## src/rtl/tir_pkg.sv

```systemverilog
package tir_pkg;
    typedef enum logic [3:0] {
        S_IDLE,
        S_ADDR,
        S_ACK_ADR,
        S_PTR,
        S_ACK_PTR,
        S_WR,
        S_ACK_WR,
        S_RD,
        S_MACK
    } bus_state_t;
endpackage

```

## src/rtl/tir_line_sync.sv

```systemverilog
module tir_line_sync #(
    parameter int STAGES = 2
) (
    input  logic clk,
    input  logic rst_n,
    input  logic scl_i,
    input  logic sda_i,
    output logic scl_s,
    output logic sda_s,
    output logic scl_rise,
    output logic scl_fall,
    output logic start_det,
    output logic stop_det
);
    // Synchronizer chain plus one extra stage for edge detection.
    logic [STAGES:0] scl_p, sda_p;

    always_ff @(posedge clk or negedge rst_n) begin
        if (!rst_n) begin
            scl_p <= '1;
            sda_p <= '1;
        end else begin
            scl_p <= {scl_p[STAGES-1:0], scl_i};
            sda_p <= {sda_p[STAGES-1:0], sda_i};
        end
    end

    assign scl_s     = scl_p[STAGES-1];
    assign sda_s     = sda_p[STAGES-1];
    assign scl_rise  = scl_p[STAGES-1] & ~scl_p[STAGES];
    assign scl_fall  = ~scl_p[STAGES-1] & scl_p[STAGES];
    assign start_det = scl_p[STAGES-1] & scl_p[STAGES] & sda_p[STAGES] & ~sda_p[STAGES-1];
    assign stop_det  = scl_p[STAGES-1] & scl_p[STAGES] & ~sda_p[STAGES] & sda_p[STAGES-1];
endmodule

```

## src/rtl/tir_serial_fsm.sv

```systemverilog
module tir_serial_fsm
    import tir_pkg::*;
#(
    parameter int         DW      = 8,
    parameter int         PTR_W   = 4,
    parameter logic [4:0] ADDR_HI = 5'b11000
) (
    input  logic             clk,
    input  logic             rst_n,
    input  logic             sda_s,
    input  logic             scl_rise,
    input  logic             scl_fall,
    input  logic             start_det,
    input  logic             stop_det,
    input  logic             addr_strap,
    input  logic [DW-1:0]    rd_data,
    output logic [PTR_W-1:0] ptr,
    output logic             wr_en,
    output logic [DW-1:0]    wr_data,
    output logic             sda_oe,
    output logic             idle
);
    localparam int CNT_W = $clog2(DW + 1);
    localparam logic [CNT_W-1:0] FULL = CNT_W'(DW);
    localparam logic [CNT_W-1:0] LAST = CNT_W'(DW - 1);

    bus_state_t       state;
    logic [CNT_W-1:0] cnt;
    logic [DW-1:0]    shreg;
    logic             rw;
    logic             mack_n;
    logic [6:0]       dev_addr;

    assign dev_addr = {ADDR_HI, addr_strap, 1'b0};

    // State register and datapath
    always_ff @(posedge clk or negedge rst_n) begin
        if (!rst_n) begin
            state  <= S_IDLE;
            cnt    <= '0;
            shreg  <= '0;
            ptr    <= '0;
            rw     <= 1'b0;
            mack_n <= 1'b1;
        end else if (start_det) begin
            state <= S_ADDR;
            cnt   <= '0;
        end else if (stop_det) begin
            state <= S_IDLE;
            cnt   <= '0;
        end else begin
            unique case (state)
                S_IDLE: ;
                S_ADDR, S_PTR, S_WR: begin
                    if (scl_rise && cnt != FULL) begin
                        shreg <= {shreg[DW-2:0], sda_s};
                        cnt   <= cnt + 1'b1;
                    end else if (scl_fall && cnt == FULL) begin
                        cnt <= '0;
                        if (state == S_ADDR) begin
                            rw    <= shreg[0];
                            state <= (shreg[DW-1:1] == dev_addr) ? S_ACK_ADR : S_IDLE;
                        end else if (state == S_PTR) begin
                            ptr   <= shreg[PTR_W-1:0];
                            state <= S_ACK_PTR;
                        end else begin
                            ptr   <= ptr + 1'b1;
                            state <= S_ACK_WR;
                        end
                    end
                end
                S_ACK_ADR: begin
                    if (scl_fall) begin
                        if (rw) begin
                            state <= S_RD;
                            shreg <= rd_data;
                            ptr   <= ptr + 1'b1;
                            cnt   <= '0;
                        end else begin
                            state <= S_PTR;
                        end
                    end
                end
                S_ACK_PTR, S_ACK_WR: begin
                    if (scl_fall) state <= S_WR;
                end
                S_RD: begin
                    if (scl_fall) begin
                        if (cnt == LAST) begin
                            state <= S_MACK;
                            cnt   <= '0;
                        end else begin
                            shreg <= {shreg[DW-2:0], 1'b1};
                            cnt   <= cnt + 1'b1;
                        end
                    end
                end
                S_MACK: begin
                    if (scl_rise) begin
                        mack_n <= sda_s;
                    end else if (scl_fall) begin
                        if (!mack_n) begin
                            state <= S_RD;
                            shreg <= rd_data;
                            ptr   <= ptr + 1'b1;
                        end else begin
                            state <= S_IDLE;
                        end
                    end
                end
                default: state <= S_IDLE;
            endcase
        end
    end

    // Outputs
    always_comb begin
        sda_oe  = 1'b0;
        wr_en   = 1'b0;
        wr_data = shreg;
        idle    = (state == S_IDLE);
        unique case (state)
            S_ACK_ADR, S_ACK_PTR, S_ACK_WR: sda_oe = 1'b1;
            S_RD:   sda_oe = ~shreg[DW-1];
            S_WR:   wr_en  = scl_fall && (cnt == FULL) && !start_det && !stop_det;
            default: ;
        endcase
    end
endmodule

```

## src/rtl/tir_regfile.sv

```systemverilog
module tir_regfile #(
    parameter int DW    = 8,
    parameter int N_RW  = 13,
    parameter int N_RO  = 3,
    parameter int PTR_W = 4
) (
    input  logic               clk,
    input  logic               rst_n,
    input  logic               wr_en,
    input  logic [PTR_W-1:0]   ptr,
    input  logic [DW-1:0]      wr_data,
    input  logic [N_RO*DW-1:0] ro_status,
    output logic [DW-1:0]      rd_data,
    output logic [N_RW*DW-1:0] regs_flat
);
    for (genvar k = 0; k < N_RW; k++) begin : g_reg
        logic [DW-1:0] q;
        always_ff @(posedge clk or negedge rst_n) begin
            if (!rst_n)
                q <= '0;
            else if (wr_en && ptr == PTR_W'(k))
                q <= wr_data;
        end
        assign regs_flat[k*DW +: DW] = q;
    end

    // Pointers past the writable range select a status byte.
    always_comb begin
        rd_data = '0;
        for (int i = 0; i < N_RW; i++)
            if (ptr == PTR_W'(i)) rd_data = regs_flat[i*DW +: DW];
        for (int j = 0; j < N_RO; j++)
            if (ptr == PTR_W'(N_RW + j)) rd_data = ro_status[j*DW +: DW];
    end
endmodule

```

## src/rtl/tir_power_decode.sv

```systemverilog
module tir_power_decode #(
    parameter int DW       = 8,
    parameter int SYN_BIT  = 4,
    parameter int REF_BIT  = 5,
    parameter int SHDN_NB  = 6,
    parameter int VCO_LSB  = 6,
    parameter int MODE_LSB = 0
) (
    input  logic [DW-1:0] shdn_reg,
    input  logic [DW-1:0] vco_reg,
    input  logic [DW-1:0] dco_reg,
    output logic          xtal_en,
    output logic          bias_en
);
    logic all_shut, vco_off, dco_off;

    assign all_shut = &shdn_reg[SHDN_NB-1:0];
    assign vco_off  = (vco_reg[VCO_LSB +: 2] == 2'b00);
    assign dco_off  = (dco_reg[MODE_LSB +: 2] == 2'b00);
    assign xtal_en  = ~(shdn_reg[SYN_BIT] & shdn_reg[REF_BIT]);
    assign bias_en  = ~(all_shut & vco_off & dco_off);
endmodule

```

## src/rtl/tuner_i2c_regbank.sv

```systemverilog
module tuner_i2c_regbank #(
    parameter int DW       = 8,
    parameter int N_RW     = 13,
    parameter int N_RO     = 3,
    parameter int SHDN_IDX = 8,
    parameter int VCO_IDX  = 9,
    parameter int DCO_IDX  = 11
) (
    input  logic               clk,
    input  logic               rst_n,
    input  logic               scl_i,
    input  logic               sda_i,
    output logic               sda_oe,
    input  logic               addr_strap,
    input  logic [N_RO*DW-1:0] ro_status,
    output logic [N_RW*DW-1:0] regs_flat,
    output logic               xtal_en,
    output logic               bias_en
);
    localparam int PTR_W = $clog2(N_RW + N_RO);

    logic             scl_s, sda_s, scl_rise, scl_fall, start_det, stop_det;
    logic [PTR_W-1:0] ptr;
    logic             wr_en, fsm_idle;
    logic [DW-1:0]    wr_data, rd_data;

    tir_line_sync #(.STAGES(2)) u_sync (
        .clk(clk), .rst_n(rst_n), .scl_i(scl_i), .sda_i(sda_i),
        .scl_s(scl_s), .sda_s(sda_s), .scl_rise(scl_rise), .scl_fall(scl_fall),
        .start_det(start_det), .stop_det(stop_det)
    );

    tir_serial_fsm #(.DW(DW), .PTR_W(PTR_W)) u_fsm (
        .clk(clk), .rst_n(rst_n), .sda_s(sda_s), .scl_rise(scl_rise),
        .scl_fall(scl_fall), .start_det(start_det), .stop_det(stop_det),
        .addr_strap(addr_strap), .rd_data(rd_data), .ptr(ptr), .wr_en(wr_en),
        .wr_data(wr_data), .sda_oe(sda_oe), .idle(fsm_idle)
    );

    tir_regfile #(.DW(DW), .N_RW(N_RW), .N_RO(N_RO), .PTR_W(PTR_W)) u_regs (
        .clk(clk), .rst_n(rst_n), .wr_en(wr_en), .ptr(ptr), .wr_data(wr_data),
        .ro_status(ro_status), .rd_data(rd_data), .regs_flat(regs_flat)
    );

    tir_power_decode #(.DW(DW)) u_pwr (
        .shdn_reg(regs_flat[SHDN_IDX*DW +: DW]),
        .vco_reg (regs_flat[VCO_IDX*DW +: DW]),
        .dco_reg (regs_flat[DCO_IDX*DW +: DW]),
        .xtal_en(xtal_en), .bias_en(bias_en)
    );
endmodule

```

## config.mk

```make
export PLATFORM = sky130hd
export DESIGN_NAME = tuner_i2c_regbank
export DESIGN_NICKNAME = d
export VERILOG_FILES = /design/src/rtl/tir_pkg.sv /design/src/rtl/tir_line_sync.sv /design/src/rtl/tir_serial_fsm.sv /design/src/rtl/tir_regfile.sv /design/src/rtl/tir_power_decode.sv /design/src/rtl/tuner_i2c_regbank.sv
export SDC_FILE = /design/constraint.sdc
export NUM_CORES = 1
export LEC_CHECK = 0
export BUFFER_PORTS_ARGS = -buffer_cell sky130_fd_sc_hd__buf_2
export CAP_MARGIN = 30
export CORE_ASPECT_RATIO = 1.2
export CORE_UTILIZATION = 47
export CTS_CLUSTER_DIAMETER = 50
export DETAILED_ROUTE_END_ITERATION = 8
export PLACE_DENSITY = 0.69
export REMOVE_ABC_BUFFERS = 1
export SLEW_MARGIN = 20
export SYNTH_ARGS = -nofsm -noshare
export SYNTH_HDL_FRONTEND = slang
export SYNTH_SLANG_ARGS = --single-unit
```

## constraint.sdc

```tcl
create_clock -name clk -period 2.9 [get_ports clk]
set_input_delay 0.29 -clock clk [delete_from_list [all_inputs] [get_ports clk]]
set_output_delay 0.29 -clock clk [all_outputs]
set_load 0.02 [all_outputs]
```

==> metrics.txt <==
metal2 WL=11600 um; DR top layer=met4; clk root buf=clkbuf_16; number of global-route vias before repair=6400; Clock Latency Late Sink=between 0.4 and 0.5 ns; CTS Buf Count=17; fin. max-slew vios=0; number of vias per cell=6.17; CTS Buffer Depth=2; # rows=48; post-synthesis cell count=689; Max-Cap Viols=0; FF-to-FF Start=u_fsm.ptr[0]; drt first pass iters=6; worst slew pin tran=0.929 ns; syn avg cell area=slightly above 10 sq um; hpwl dp=approximately 16000 um; CP Class=register to register; Flop pwr share=roughly 33%; CTS sink count=132; Cell variety after synth=66; Hold Vio Cnt, Final=0; wire length on met1=~9500 um; total die area=15700 sq um; HP Class=register to register; antenna viol nets, final=0; global placement routability congestion=0.897; setup_tns=0 ns; H-tree levels=4; peak supply drop=0.445 mV; Die Wd=114 um; core area=14600 sq um; r2r setup slk=approximately 0.36 ns; Comb power frac=35.4%; Synth area leaders=dfrtp_1, mux2_2, a21oi_1; antenna violations before repair=0; status=complete, no violations; crit path from=u_fsm.ptr[0]; area share of the largest cell type after synthesis=43.9%; hold path startpoint=u_sync.sda_p[0]; Pleak=approximately 0.0043 uW; Remaining DRCs=0; final WL=between 20000 and 25000 um; pwr dens=780 nW/um^2; GRT Total Usage=a little over 30%; Initial DRC Count=between 500 and 600; cts repair resizes=0; NumNets Final=around 860; Final Util=59.8%; pin count of the biggest net entering global routing=59; Synth Cell Area=7130 sq um; ratio of cells with drive above 1 in the final layout=37.8%; Register-to-Register Path Depth=8; switching portion of total power=39.0%; CTS tree=yes; fraction of registers with async set/reset=100%; P_sw=~2700 uW; FF-to-FF End=u_fsm.wr_data[7]; Setup WS pre-CTS=a little over 0.4 ns; Hold Path Depth=0; Slew HR=38.1%; area delta synth->final=22.5%; EDFF count, synth=0; Data required, critical path=3.22 ns; Peak Freq=394 MHz; Congestion Overflow GR=0; PortBufs=135; Cell Area, Placed=8110 sq um; WL per Instance=between 20 and 25 um; RSZ-0062 raised after global routing=false; first-pass GRT wire length=between 30000 and 40000 um; Design Area, Final=~8700 sq um; Most used DFF post-synth=dfrtp_1; Post-Route Skew=0.00743 ns; clock share of power=31.4%; period utilization=between 80% and 90%; count of boundary I/O pins=136; sequential share of the synthesized area=a little under half; flops & latches, synth=132; area leader, netlist=dfrtp_1; DR vias=around 6400; clock period minus worst slack=2.54 ns; met3 wire len=around 1400 um; Die Height=about 140 um; critical path arrival=2.86 ns; startpoint types=register; final setup fails=0; Starting Density=between 40% and 50%; Max FO, Critical Path=13; Pwr Total=approximately 7000 uW; n_diodes=0; slack of the critical path=0.360 ns; Min-Delay Endpoint=u_sync.sda_p[1]; number of synthesis warnings=0; Int Power=4160 uW; Worst setup EP type=register; Reg clk slew, reported paths=0.05 ns
[cells in the final DEF, fill, tap and decap left out, drive strengths merged, types with 3 or more instances in the layout]
cell           n
a211oi         7
inv           15
o21ai         39
clkbuf        23
o211ai         4
dfrtp        125
mux2         107
dlygate4sd3    3
nor3           9
dfstp          7
and2           3
nor2          37
nand2         57
xor2           3
nor4           3
ha             6
a22oi          3
nand2b        16
a32o           5
nand4b         3
o221ai         7
o32ai          7
buf          166
a22o           4
nand3         18
a21oi         48
a31oi         12
o22ai          3
clkinv         3
clkinvlp       4
a221oi        18
a221o          3
o311ai         6
nor2b         24
mux2i          4
[worst max path at each step]
stage | end | slack, ns
2_1_floorplan | u_fsm.wr_data[1] | 0.22
3_3_place_gp | u_fsm.wr_data[7] | 0.54
3_5_place_dp | u_fsm.wr_data[7] | 0.41
4_1_cts | u_fsm.wr_data[7] | 0.39
5_1_grt | u_fsm.wr_data[3] | 0.12
6_report | u_fsm.wr_data[7] | 0.36
[power by group through the flow]
stage	Sequential (uW)	Clock [uW]	Combinational (uW)
5_1_grt	2280	2240	2620
3_5_place_dp	2290	0	2340
2_1_floorplan	2210	0	1430
4_1_cts	2260	2160	2360
3_3_place_gp	2290	0	2310
6_report	2260	2140	2410
[repair_timing]
action / CTS / global route
hold buffers: 3 / 0
endpoints found under the hold margin: 37 / 0
buffers inserted: 0 / 0
[routing by layer]
metal	GRT usage (%)	vias to the layer above
met3	6.33	63
li1	-	2832
met1	38.7	3235
met2	51.5	298
met4	15.9	0
met5	0	-
[area by class of cell]
type,instances,area [sq um]
inverter,16,60.1
multi-input combinational,493,3570
clock buffer,23,488
tap,200,250
sequential,132,3310
timing repair buffer,169,953
clock inverter,8,100
fill,1239,5860
[sequential cells by signal (all words and copies together) (netlist names)]
name and flops:
u_fsm.ptr 4, u_fsm.state 4, u_fsm.mack_n 1, u_fsm.wr_data 8
u_sync.scl_p 3, u_sync.sda_p 3, u_regs.g.q 104, u_fsm.rw 1
u_fsm.cnt 4
[metrics by stage]
step,hold WS [ns],std cells
2_1_floorplan,-0.00559,641
3_3_place_gp,0.328,1007
3_5_place_dp,0.338,1007
4_1_cts,0.355,1041
5_1_grt,0.357,1041
6_report,0.354,1041
[worst max-delay path, stage by stage (launching register included)]
cell      delay, ns
dfrtp_1        0.44
inv_1          0.14
ha_1           0.36
buf_4          0.26
and3b_1        0.45
a22o_1         0.25
o221ai_1       0.12
o21a_1         0.20
o31ai_1        0.23
[cells in the mapped netlist, types with 2 or more instances]
| cell | instances |
|---|---|
| o221ai_1 | 7 |
| dfstp_2 | 7 |
| nand3b_1 | 2 |
| mux2_1 | 2 |
| a22o_1 | 4 |
| o21bai_1 | 2 |
| mux2i_1 | 4 |
| o22ai_1 | 3 |
| ha_1 | 6 |
| a21oi_1 | 48 |
| buf_2 | 6 |
| a211oi_1 | 7 |
| nand2_1 | 53 |
| inv_1 | 15 |
| o211ai_1 | 4 |
| xor2_1 | 3 |
| a32o_1 | 5 |
| a22oi_1 | 3 |
| mux2_2 | 105 |
| dfrtp_1 | 125 |
| o311a_1 | 2 |
| o21a_1 | 2 |
| o2bb2ai_1 | 2 |
| nor2_1 | 36 |
| nand4b_1 | 3 |
| o41ai_1 | 2 |
| a21o_1 | 2 |
| a31oi_1 | 12 |
| nand2b_1 | 16 |
| nand2_2 | 4 |
| o21ai_0 | 39 |
| buf_1 | 3 |
| nor4_1 | 3 |
| nor2b_1 | 24 |
| and3b_1 | 2 |
| and2_1 | 3 |
| a221oi_1 | 18 |
| nor3_1 | 8 |
| nand3_1 | 18 |
| o32ai_1 | 7 |
| o311ai_0 | 6 |
| a221o_1 | 3 |
| clkbuf_1 | 39 |
| o31ai_1 | 2 |
[cell families (layout without fill, tap and decap cells)]
| group | after synthesis | after routing | share of synthesized area, % |
|---|---|---|---|
| compound gates | 190 | 190 | 18.1 |
| xor+xnor | 3 | 3 | 0.369 |
| fa+ha+maj | 6 | 6 | 1.05 |
| buf+inv | 64 | 216 | 3.48 |
| flops | 132 | 132 | 46.5 |
| mux | 111 | 111 | 17.5 |
| simple gates | 183 | 183 | 13.1 |
Note: power is estimated with default switching activity, not from simulation.
